--- src/rtl/irq_dist_pkg.sv ---
package irq_dist_pkg;
  localparam int REG_W  = 32;
  localparam int ADDR_W = 11;
  localparam int WIDX_W = 8;

  typedef enum logic [3:0] {
    SEL_CTRL, SEL_TYPE, SEL_GROUP,
    SEL_EN_SET, SEL_EN_CLR,
    SEL_PD_SET, SEL_PD_CLR,
    SEL_AC_SET, SEL_AC_CLR,
    SEL_PRIO, SEL_CFG, SEL_NONE
  } reg_sel_e;

  // Value kept in the priority byte for a given write.
  function automatic logic [7:0] prio_store(input logic [7:0] v, input logic half);
    return half ? (8'h80 | {1'b0, v[7:1]}) : v;
  endfunction

  // Value shown to the requester for a stored priority byte.
  function automatic logic [7:0] prio_view(input logic [7:0] s, input logic half);
    return half ? {s[6:0], 1'b0} : s;
  endfunction
endpackage

--- src/rtl/irq_dist_decode.sv ---
module irq_dist_decode
  import irq_dist_pkg::*;
(
  input  logic [ADDR_W-1:0] addr,
  output reg_sel_e          sel,
  output logic [WIDX_W-1:0] widx
);
  always_comb begin
    sel  = SEL_NONE;
    widx = '0;
    case (addr[10:8])
      3'd0: begin
        if (addr[7:0] == 8'd0)      sel = SEL_CTRL;
        else if (addr[7:0] == 8'd1) sel = SEL_TYPE;
      end
      3'd1: begin
        widx = {3'b000, addr[4:0]};
        case (addr[7:5])
          3'd0: sel = SEL_GROUP;
          3'd1: sel = SEL_EN_SET;
          3'd2: sel = SEL_EN_CLR;
          3'd3: sel = SEL_PD_SET;
          3'd4: sel = SEL_PD_CLR;
          3'd5: sel = SEL_AC_SET;
          3'd6: sel = SEL_AC_CLR;
          default: sel = SEL_NONE;
        endcase
      end
      3'd2: begin
        sel  = SEL_PRIO;
        widx = addr[7:0];
      end
      3'd3: begin
        sel  = SEL_CFG;
        widx = addr[7:0];
      end
      default: sel = SEL_NONE;
    endcase
  end
endmodule

--- src/rtl/irq_dist_line.sv ---
module irq_dist_line #(
  parameter logic [7:0] RST_PRIO = 8'hAA
) (
  input  logic       clk,
  input  logic       rst,
  input  logic       irq_in,
  input  logic       grp_we,
  input  logic       grp_wd,
  input  logic       en_set,
  input  logic       en_clr,
  input  logic       pd_set,
  input  logic       pd_clr,
  input  logic       ac_set,
  input  logic       ac_clr,
  input  logic       pr_we,
  input  logic [7:0] pr_wd,
  input  logic       cf_we,
  input  logic [1:0] cf_wd,
  output logic       grp_o,
  output logic       en_o,
  output logic       pend_o,
  output logic       act_o,
  output logic [7:0] prio_o,
  output logic [1:0] cfg_o
);
  logic pend_q;
  logic irq_q;
  logic irq_q2;
  logic is_edge;
  logic rise;

  assign is_edge = cfg_o[1];
  assign rise    = irq_q & ~irq_q2;

  always_ff @(posedge clk) begin
    if (rst) begin
      grp_o  <= 1'b0;
      en_o   <= 1'b0;
      act_o  <= 1'b0;
      pend_q <= 1'b0;
      prio_o <= RST_PRIO;
      cfg_o  <= 2'b00;
      irq_q  <= 1'b0;
      irq_q2 <= 1'b0;
    end else begin
      irq_q  <= irq_in;
      irq_q2 <= irq_q;
      if (grp_we) grp_o <= grp_wd;
      en_o  <= (en_o & ~en_clr) | en_set;
      act_o <= (act_o & ~ac_clr) | ac_set;
      if (is_edge) pend_q <= (pend_q & ~pd_clr) | pd_set | rise;
      else         pend_q <= (pend_q & ~pd_clr) | pd_set;
      if (pr_we) prio_o <= pr_wd;
      if (cf_we) cfg_o  <= cf_wd;
    end
  end

  // Level lines add the sampled input to the software-set part.
  assign pend_o = pend_q | (~is_edge & irq_q);
endmodule

--- src/rtl/irq_dist_ctrl.sv ---
module irq_dist_ctrl
  import irq_dist_pkg::*;
#(
  parameter bit HAS_SECURITY = 1'b1
) (
  input  logic             clk,
  input  logic             rst,
  input  logic             we,
  input  logic             secure,
  input  logic [REG_W-1:0] wdata,
  output logic [REG_W-1:0] rdata,
  output logic             ds_o,
  output logic             g0_o,
  output logic             g1_o
);
  logic ds_q;
  logic sec_view;

  assign ds_o     = HAS_SECURITY ? ds_q : 1'b1;
  assign sec_view = secure | ds_o;

  always_ff @(posedge clk) begin
    if (rst) begin
      ds_q <= 1'b0;
      g0_o <= 1'b0;
      g1_o <= 1'b0;
    end else if (we) begin
      g1_o <= wdata[1];
      if (sec_view) g0_o <= wdata[0];
      if (secure)   ds_q <= wdata[6];
    end
  end

  always_comb begin
    if (sec_view) rdata = {25'b0, ds_o, 1'b1, 1'b1, 2'b00, g1_o, g0_o};
    else          rdata = {27'b0, 1'b1, 2'b00, g1_o, 1'b0};
  end
endmodule

--- src/rtl/irq_dist_regs.sv ---
module irq_dist_regs
  import irq_dist_pkg::*;
#(
  parameter int NUM_LINES    = 40,
  parameter bit HAS_SECURITY = 1'b1
) (
  input  logic                   clk,
  input  logic                   rst,
  input  logic                   req_valid,
  input  logic                   req_write,
  input  logic                   req_secure,
  input  logic [10:0]            req_addr,
  input  logic [31:0]            req_wdata,
  output logic                   rsp_valid,
  output logic [31:0]            rsp_rdata,
  output logic                   rsp_err,
  input  logic [NUM_LINES-1:0]   irq_in,
  output logic [NUM_LINES-1:0]   line_group,
  output logic [NUM_LINES-1:0]   line_enable,
  output logic [NUM_LINES-1:0]   line_pending,
  output logic [NUM_LINES-1:0]   line_active,
  output logic [8*NUM_LINES-1:0] line_prio,
  output logic [2*NUM_LINES-1:0] line_cfg,
  output logic                   ctl_grp0_en,
  output logic                   ctl_grp1_en,
  output logic                   ctl_sec_disabled
);
  localparam int NBW = (NUM_LINES + 31) / 32;
  localparam int NPW = (NUM_LINES + 3) / 4;
  localparam int NCW = (NUM_LINES + 15) / 16;
  localparam logic [31:0] TYPE_VAL =
    32'h0003_0000 | (HAS_SECURITY ? 32'h0000_0400 : 32'h0) | 32'(NBW - 1);

  reg_sel_e          sel;
  logic [WIDX_W-1:0] widx;
  logic              wr;
  logic              ns_half;
  logic [31:0]       ctrl_rd;
  logic [31:0]       rd;
  logic [31:0]       pw;

  logic [NBW*32-1:0] grp_pad, en_pad, pd_pad, ac_pad;
  logic [NPW*32-1:0] prio_pad;
  logic [NCW*32-1:0] cfg_pad;

  irq_dist_decode u_dec (
    .addr (req_addr),
    .sel  (sel),
    .widx (widx)
  );

  assign wr      = req_valid & req_write;
  assign ns_half = ~ctl_sec_disabled & ~req_secure;

  irq_dist_ctrl #(.HAS_SECURITY(HAS_SECURITY)) u_ctrl (
    .clk    (clk),
    .rst    (rst),
    .we     (wr && sel == SEL_CTRL),
    .secure (req_secure),
    .wdata  (req_wdata),
    .rdata  (ctrl_rd),
    .ds_o   (ctl_sec_disabled),
    .g0_o   (ctl_grp0_en),
    .g1_o   (ctl_grp1_en)
  );

  for (genvar i = 0; i < NUM_LINES; i++) begin : g_line
    localparam int BW = i / 32;
    localparam int BB = i % 32;
    localparam int PW = i / 4;
    localparam int PB = i % 4;
    localparam int CW = i / 16;
    localparam int CB = i % 16;

    logic bit_hit;
    logic pr_hit;
    logic cf_hit;

    assign bit_hit = wr && (widx == WIDX_W'(BW)) && req_wdata[BB];
    assign pr_hit  = wr && sel == SEL_PRIO && (widx == WIDX_W'(PW));
    assign cf_hit  = wr && sel == SEL_CFG && (widx == WIDX_W'(CW));

    irq_dist_line u_line (
      .clk    (clk),
      .rst    (rst),
      .irq_in (irq_in[i]),
      .grp_we (wr && sel == SEL_GROUP && (widx == WIDX_W'(BW)) && !ns_half),
      .grp_wd (req_wdata[BB]),
      .en_set (bit_hit && sel == SEL_EN_SET),
      .en_clr (bit_hit && sel == SEL_EN_CLR),
      .pd_set (bit_hit && sel == SEL_PD_SET),
      .pd_clr (bit_hit && sel == SEL_PD_CLR),
      .ac_set (bit_hit && sel == SEL_AC_SET),
      .ac_clr (bit_hit && sel == SEL_AC_CLR),
      .pr_we  (pr_hit),
      .pr_wd  (prio_store(req_wdata[8*PB +: 8], ns_half)),
      .cf_we  (cf_hit),
      .cf_wd  (req_wdata[2*CB +: 2]),
      .grp_o  (line_group[i]),
      .en_o   (line_enable[i]),
      .pend_o (line_pending[i]),
      .act_o  (line_active[i]),
      .prio_o (line_prio[8*i +: 8]),
      .cfg_o  (line_cfg[2*i +: 2])
    );
  end

  // Zero-extended copies so that a whole register word can be sliced out.
  assign grp_pad  = (NBW*32)'(line_group);
  assign en_pad   = (NBW*32)'(line_enable);
  assign pd_pad   = (NBW*32)'(line_pending);
  assign ac_pad   = (NBW*32)'(line_active);
  assign prio_pad = (NPW*32)'(line_prio);
  assign cfg_pad  = (NCW*32)'(line_cfg);

  always_comb begin
    int wi;
    wi = int'(widx);
    rd = '0;
    pw = '0;
    case (sel)
      SEL_CTRL: rd = ctrl_rd;
      SEL_TYPE: rd = TYPE_VAL;
      SEL_GROUP: if (!ns_half && wi < NBW) rd = grp_pad[wi*32 +: 32];
      SEL_EN_SET, SEL_EN_CLR: if (wi < NBW) rd = en_pad[wi*32 +: 32];
      SEL_PD_SET, SEL_PD_CLR: if (wi < NBW) rd = pd_pad[wi*32 +: 32];
      SEL_AC_SET, SEL_AC_CLR: if (wi < NBW) rd = ac_pad[wi*32 +: 32];
      SEL_PRIO: begin
        if (wi < NPW) pw = prio_pad[wi*32 +: 32];
        for (int b = 0; b < 4; b++) rd[8*b +: 8] = prio_view(pw[8*b +: 8], ns_half);
      end
      SEL_CFG: if (wi < NCW) rd = cfg_pad[wi*32 +: 32];
      default: rd = '0;
    endcase
  end

  always_ff @(posedge clk) begin
    if (rst) begin
      rsp_valid <= 1'b0;
      rsp_rdata <= '0;
      rsp_err   <= 1'b0;
    end else begin
      rsp_valid <= req_valid;
      rsp_err   <= req_valid && sel == SEL_NONE;
      rsp_rdata <= (req_valid && !req_write) ? rd : '0;
    end
  end
endmodule

--- config.mk ---
export PLATFORM = sky130hd
export DESIGN_NAME = irq_dist_regs
export DESIGN_NICKNAME = d
export VERILOG_FILES = /design/src/rtl/irq_dist_pkg.sv /design/src/rtl/irq_dist_decode.sv /design/src/rtl/irq_dist_line.sv /design/src/rtl/irq_dist_ctrl.sv /design/src/rtl/irq_dist_regs.sv
export SDC_FILE = /design/constraint.sdc
export NUM_CORES = 2
export LEC_CHECK = 0
export BUFFER_PORTS_ARGS = -buffer_cell sky130_fd_sc_hd__buf_4
export CAP_MARGIN = 30
export CORE_ASPECT_RATIO = 2
export CORE_MARGIN = 2
export CORE_UTILIZATION = 35
export DETAILED_ROUTE_END_ITERATION = 16
export HOLD_SLACK_MARGIN = 0.02
export PLACE_DENSITY = 0.64
export SYNTH_ARGS = -nofsm -noshare
export SYNTH_HDL_FRONTEND = slang
export SYNTH_SLANG_ARGS = --single-unit
--- constraint.sdc ---
create_clock -name clk -period 3.9 [get_ports clk]
set_clock_uncertainty 0.05 [all_clocks]
set_input_delay 0.585 -clock clk [delete_from_list [all_inputs] [get_ports clk]]
set_output_delay 0.585 -clock clk [all_outputs]
set_load 0.03 [all_outputs]
==> summary.txt <==
Power and ir drop
  – Worst IR Drop VDD: 0.335 mV
  – Reg power frac: 0.460
  – Leakage power: 15.2 nW
  – P_int: 0.0111 W
  – Share of power burned in the clock network: 0.445
  – Comb power frac: 0.095
  – Sw Pwr: 0.00416 W
  – Switch share: 0.273
  – Power density over cell area: 388 nW/um^2

Floorplanning
  – Starting density of the core: 0.352
  – Top Ports: 685
  – DIE HEIGHT: 427 um
  – CORE AREA: 88,800 sq um
  – Die area: 91,900 sq um
  – # rows: 155
  – Die width: 215 um

Critical path
  – Reg-to-Reg Start: u_ctrl.ds_o
  – Critical Path Max Stage Delay: 0.62 ns
  – Worst-path maximum fanout: 28
  – Reg-to-Reg End: rsp_rdata[30]
  – Worst Path Buf+Inv: 1
  – CP top delay family: simple AND/OR/NAND/NOR gates
  – Crit path DAT: 3.55 ns
  – Cell Chain, Critical Path: buf_4 -> nor4_1 -> a32oi_1 -> or4_1 -> or2_2 -> o22ai_1 -> a21o_1
  – Worst Path Required: 4.41 ns
  – Crit end category: flop
  – Reg2Reg Setup Slack: 0.98 ns
  – FF-to-FF path depth: 6
  – Slowest CP cell: or4_1
  – Type of origin of the critical path: input pin
  – Crit path kind: in -> reg

Clock network
  – Clock transition at path regs: 0.06 ns
  – Post-CTS Resized: 0
  – Hold bufs inserted after CTS: 0
  – CTS H-tree depth: 3
  – Clk Latency, worst-skew pair: 0.65 ns
  – Num CTS Buffers: 68
  – Postcts setup bufs: 0
  – CTS tree: yes
  – Clock root buffer: clkbuf_16
  – CTS Sinks: 677
  – Max clock buf depth: 3

Drt
  – Post-DRT Antenna Nets: 0
  – Via density per instance: 6.06
  – Wire per inst: 31.4 um
  – DRT Pass-1 Iters: 7
  – Vias: 34.2k
  – Starting DRT DRC Count: 5,217
  – DRC viols: 0
  – DRT Wirelength: 177,000 um

STA
  – Highest clock rate: 329 MHz
  – Post-layout min period: 3.04 ns
  – Final WS setup: 0.859 ns
  – Final setup fails: 0
  – Hold_ws: 0.101 ns
  – RSZ-0062 raised after global routing: false
  – Final Max Tran Viols: 0
  – TNS Setup: 0 ns
  – Final Cycle Share: 0.780
  – Worst slew margin: 0.205
  – Final hold violations: 0
  – Slew @ Worst Pin: 1.19 ns

Place
  – Pre-CTS WS: 0.380 ns
  – IO buf count: 684
  – Hpwl dp: 131,000 um
  – DP Area: 37,000 sq um
  – GPL Wtd Cong: 0.994

Global routing
  – Largest net degree at the start of global routing: 218
  – GRT Total Usage: 0.368
  – Vias in the first global route: 31.2k
  – Gr ovfl total: 0
  – Antenna violations before repair: 4
  – First-pass GRT wire length: 243,000 um

Logic synthesis
  – Synth async-reset ratio: 0
  – Syn. warnings: 0
  – Post-synthesis register bit count: 677
  – Area leader, netlist: dfxtp_1
  – Sequential area share after synthesis: 0.433
  – Yosys top cell area share: 0.433
  – Post-synth EDFFs: 0
  – Net count after synthesis: 4,070
  – Synth Instances: 3,982
  – Top FF cell, synth: dfxtp_1
  – Post-Synthesis Cell Area: 31,300 sq um
  – Top cells by area, synth: dfxtp_1 (43%), nand2_1 (9.5%), a21oi_1 (7.4%), a211o_1 (4.8%), clkbuf_1 (3.9%)
  – Synth Area per Inst: 7.86 sq um
  – Yosys cell types: 79

Status
  – Status: finished clean

Final layout
  – Final instance area: 39,300 sq um
  – Synthesis-to-finish area growth: 25.4%
  – Most common cell after layout, fill and taps aside: buf_4
  – Most frequent cells in the layout: buf_4 (839), nand2_1 (787), dfxtp_1 (677)
  – Final net count: 4,490
  – Post-Route Utilization: 0.442
  – Layout cell share with drive strength beyond 1: 0.231

Hold path
  – Worst hold path depth: 2
  – Hold Crit Endpoint: g_line[30].u_line.irq_q
  – Hold wc startpoint: irq_in[30]
  – Hold Crit Class: in -> reg

Flow run
  – Max Cap Viol: 0
## cell families after synthesis
group / synth area share
and+or+nand+nor: 0.202
AOI/OAI and AO/OA: 0.240
DFF: 0.433
buffers and inverters: 0.0872
muxes: 0.0377
xor gates and xnor gates: 0.000560
## routing by layer
metal / up-vias / wire length (um) / GRT usage
met5: - / 45 / 0
met4: 6 / 11500 / 0.203
met3: 439 / 23000 / 0.114
met2: 2739 / 76600 / 0.567
met1: 16400 / 65800 / 0.458
li1: 14500 / - / -
## how the worst max path moves through the flow
stage / end / cells past startpoint / start
finish: rsp_rdata[18] / 7 / req_addr[1]
global route: rsp_rdata[31] / 8 / req_addr[1]
floorplan: g_line[32].u_line.prio_o[1] / 9 / req_addr[5]
CTS: rsp_rdata[31] / 8 / req_addr[1]
detailed placement: rsp_rdata[31] / 8 / req_addr[1]
global placement: rsp_rdata[18] / 9 / req_addr[0]
## cells in the mapped netlist, types with 13 or more instances
| cell | n |
|---|---|
| nor2b_1 | 103 |
| nor2_1 | 299 |
| a211oi_1 | 16 |
| mux2i_1 | 101 |
| buf_2 | 14 |
| o2111ai_1 | 13 |
| o21bai_1 | 13 |
| inv_1 | 46 |
| clkbuf_1 | 325 |
| mux2_2 | 13 |
| buf_4 | 161 |
| a22oi_1 | 23 |
| nand2_1 | 789 |
| o221ai_1 | 17 |
| nand2b_1 | 14 |
| o32ai_1 | 14 |
| a21o_1 | 57 |
| a31oi_1 | 47 |
| a211o_1 | 171 |
| a221oi_1 | 17 |
| nand3_1 | 156 |
| dfxtp_1 | 677 |
| o21ai_0 | 164 |
| a2111oi_0 | 17 |
| o22ai_1 | 29 |
| nor3_1 | 38 |
| a21oi_1 | 462 |
## layout make-up
cell class / count / area, sq um
Fill cell: 8875 / 49600
Multi-Input combinational cell: 2746 / 15100
Sequential cell: 677 / 13600
Timing Repair Buffer: 863 / 6690
Clock buffer: 100 / 2050
Tap cell: 1177 / 1470
Clock inverter: 24 / 193
Inverter: 46 / 173
Antenna cell: 2 / 5.00
## worst reg2reg max path: stages, from the launching register on
cell	delay (ns)
dfxtp_1	0.40
or2_2	0.38
o2111a_1	0.42
a222oi_1	0.75
o221ai_1	0.25
buf_4	0.22
o31a_1	0.32
## registers in the layout, indices dropped and copies added (netlist names), 32 cells and up
signal,cells
g_line.u_line.irq_q2,40
rsp_rdata,32
g_line.u_line.en_o,40
g_line.u_line.pend_q,40
g_line.u_line.grp_o,40
g_line.u_line.prio_o,320
g_line.u_line.irq_q,40
g_line.u_line.act_o,40
g_line.u_line.cfg_o,80
## power groups by stage
stage	Sequential, W	Clock (W)	Combinational [W]
after floorplan	0.00717	0	0.000710
after global placement	0.00716	0	0.00139
after detailed placement	0.00716	0	0.00140
after CTS	0.00700	0.00678	0.00140
after global routing	0.00700	0.00703	0.00147
final	0.00700	0.00678	0.00145
## through the flow
stage,power [W],instances
global placement,0.00854,5501
detailed placement,0.00855,5509
finish,0.0152,5635
global route,0.0155,5633
CTS,0.0152,5633
floorplan,0.00788,3982
Power figures use the tool's default switching activity.
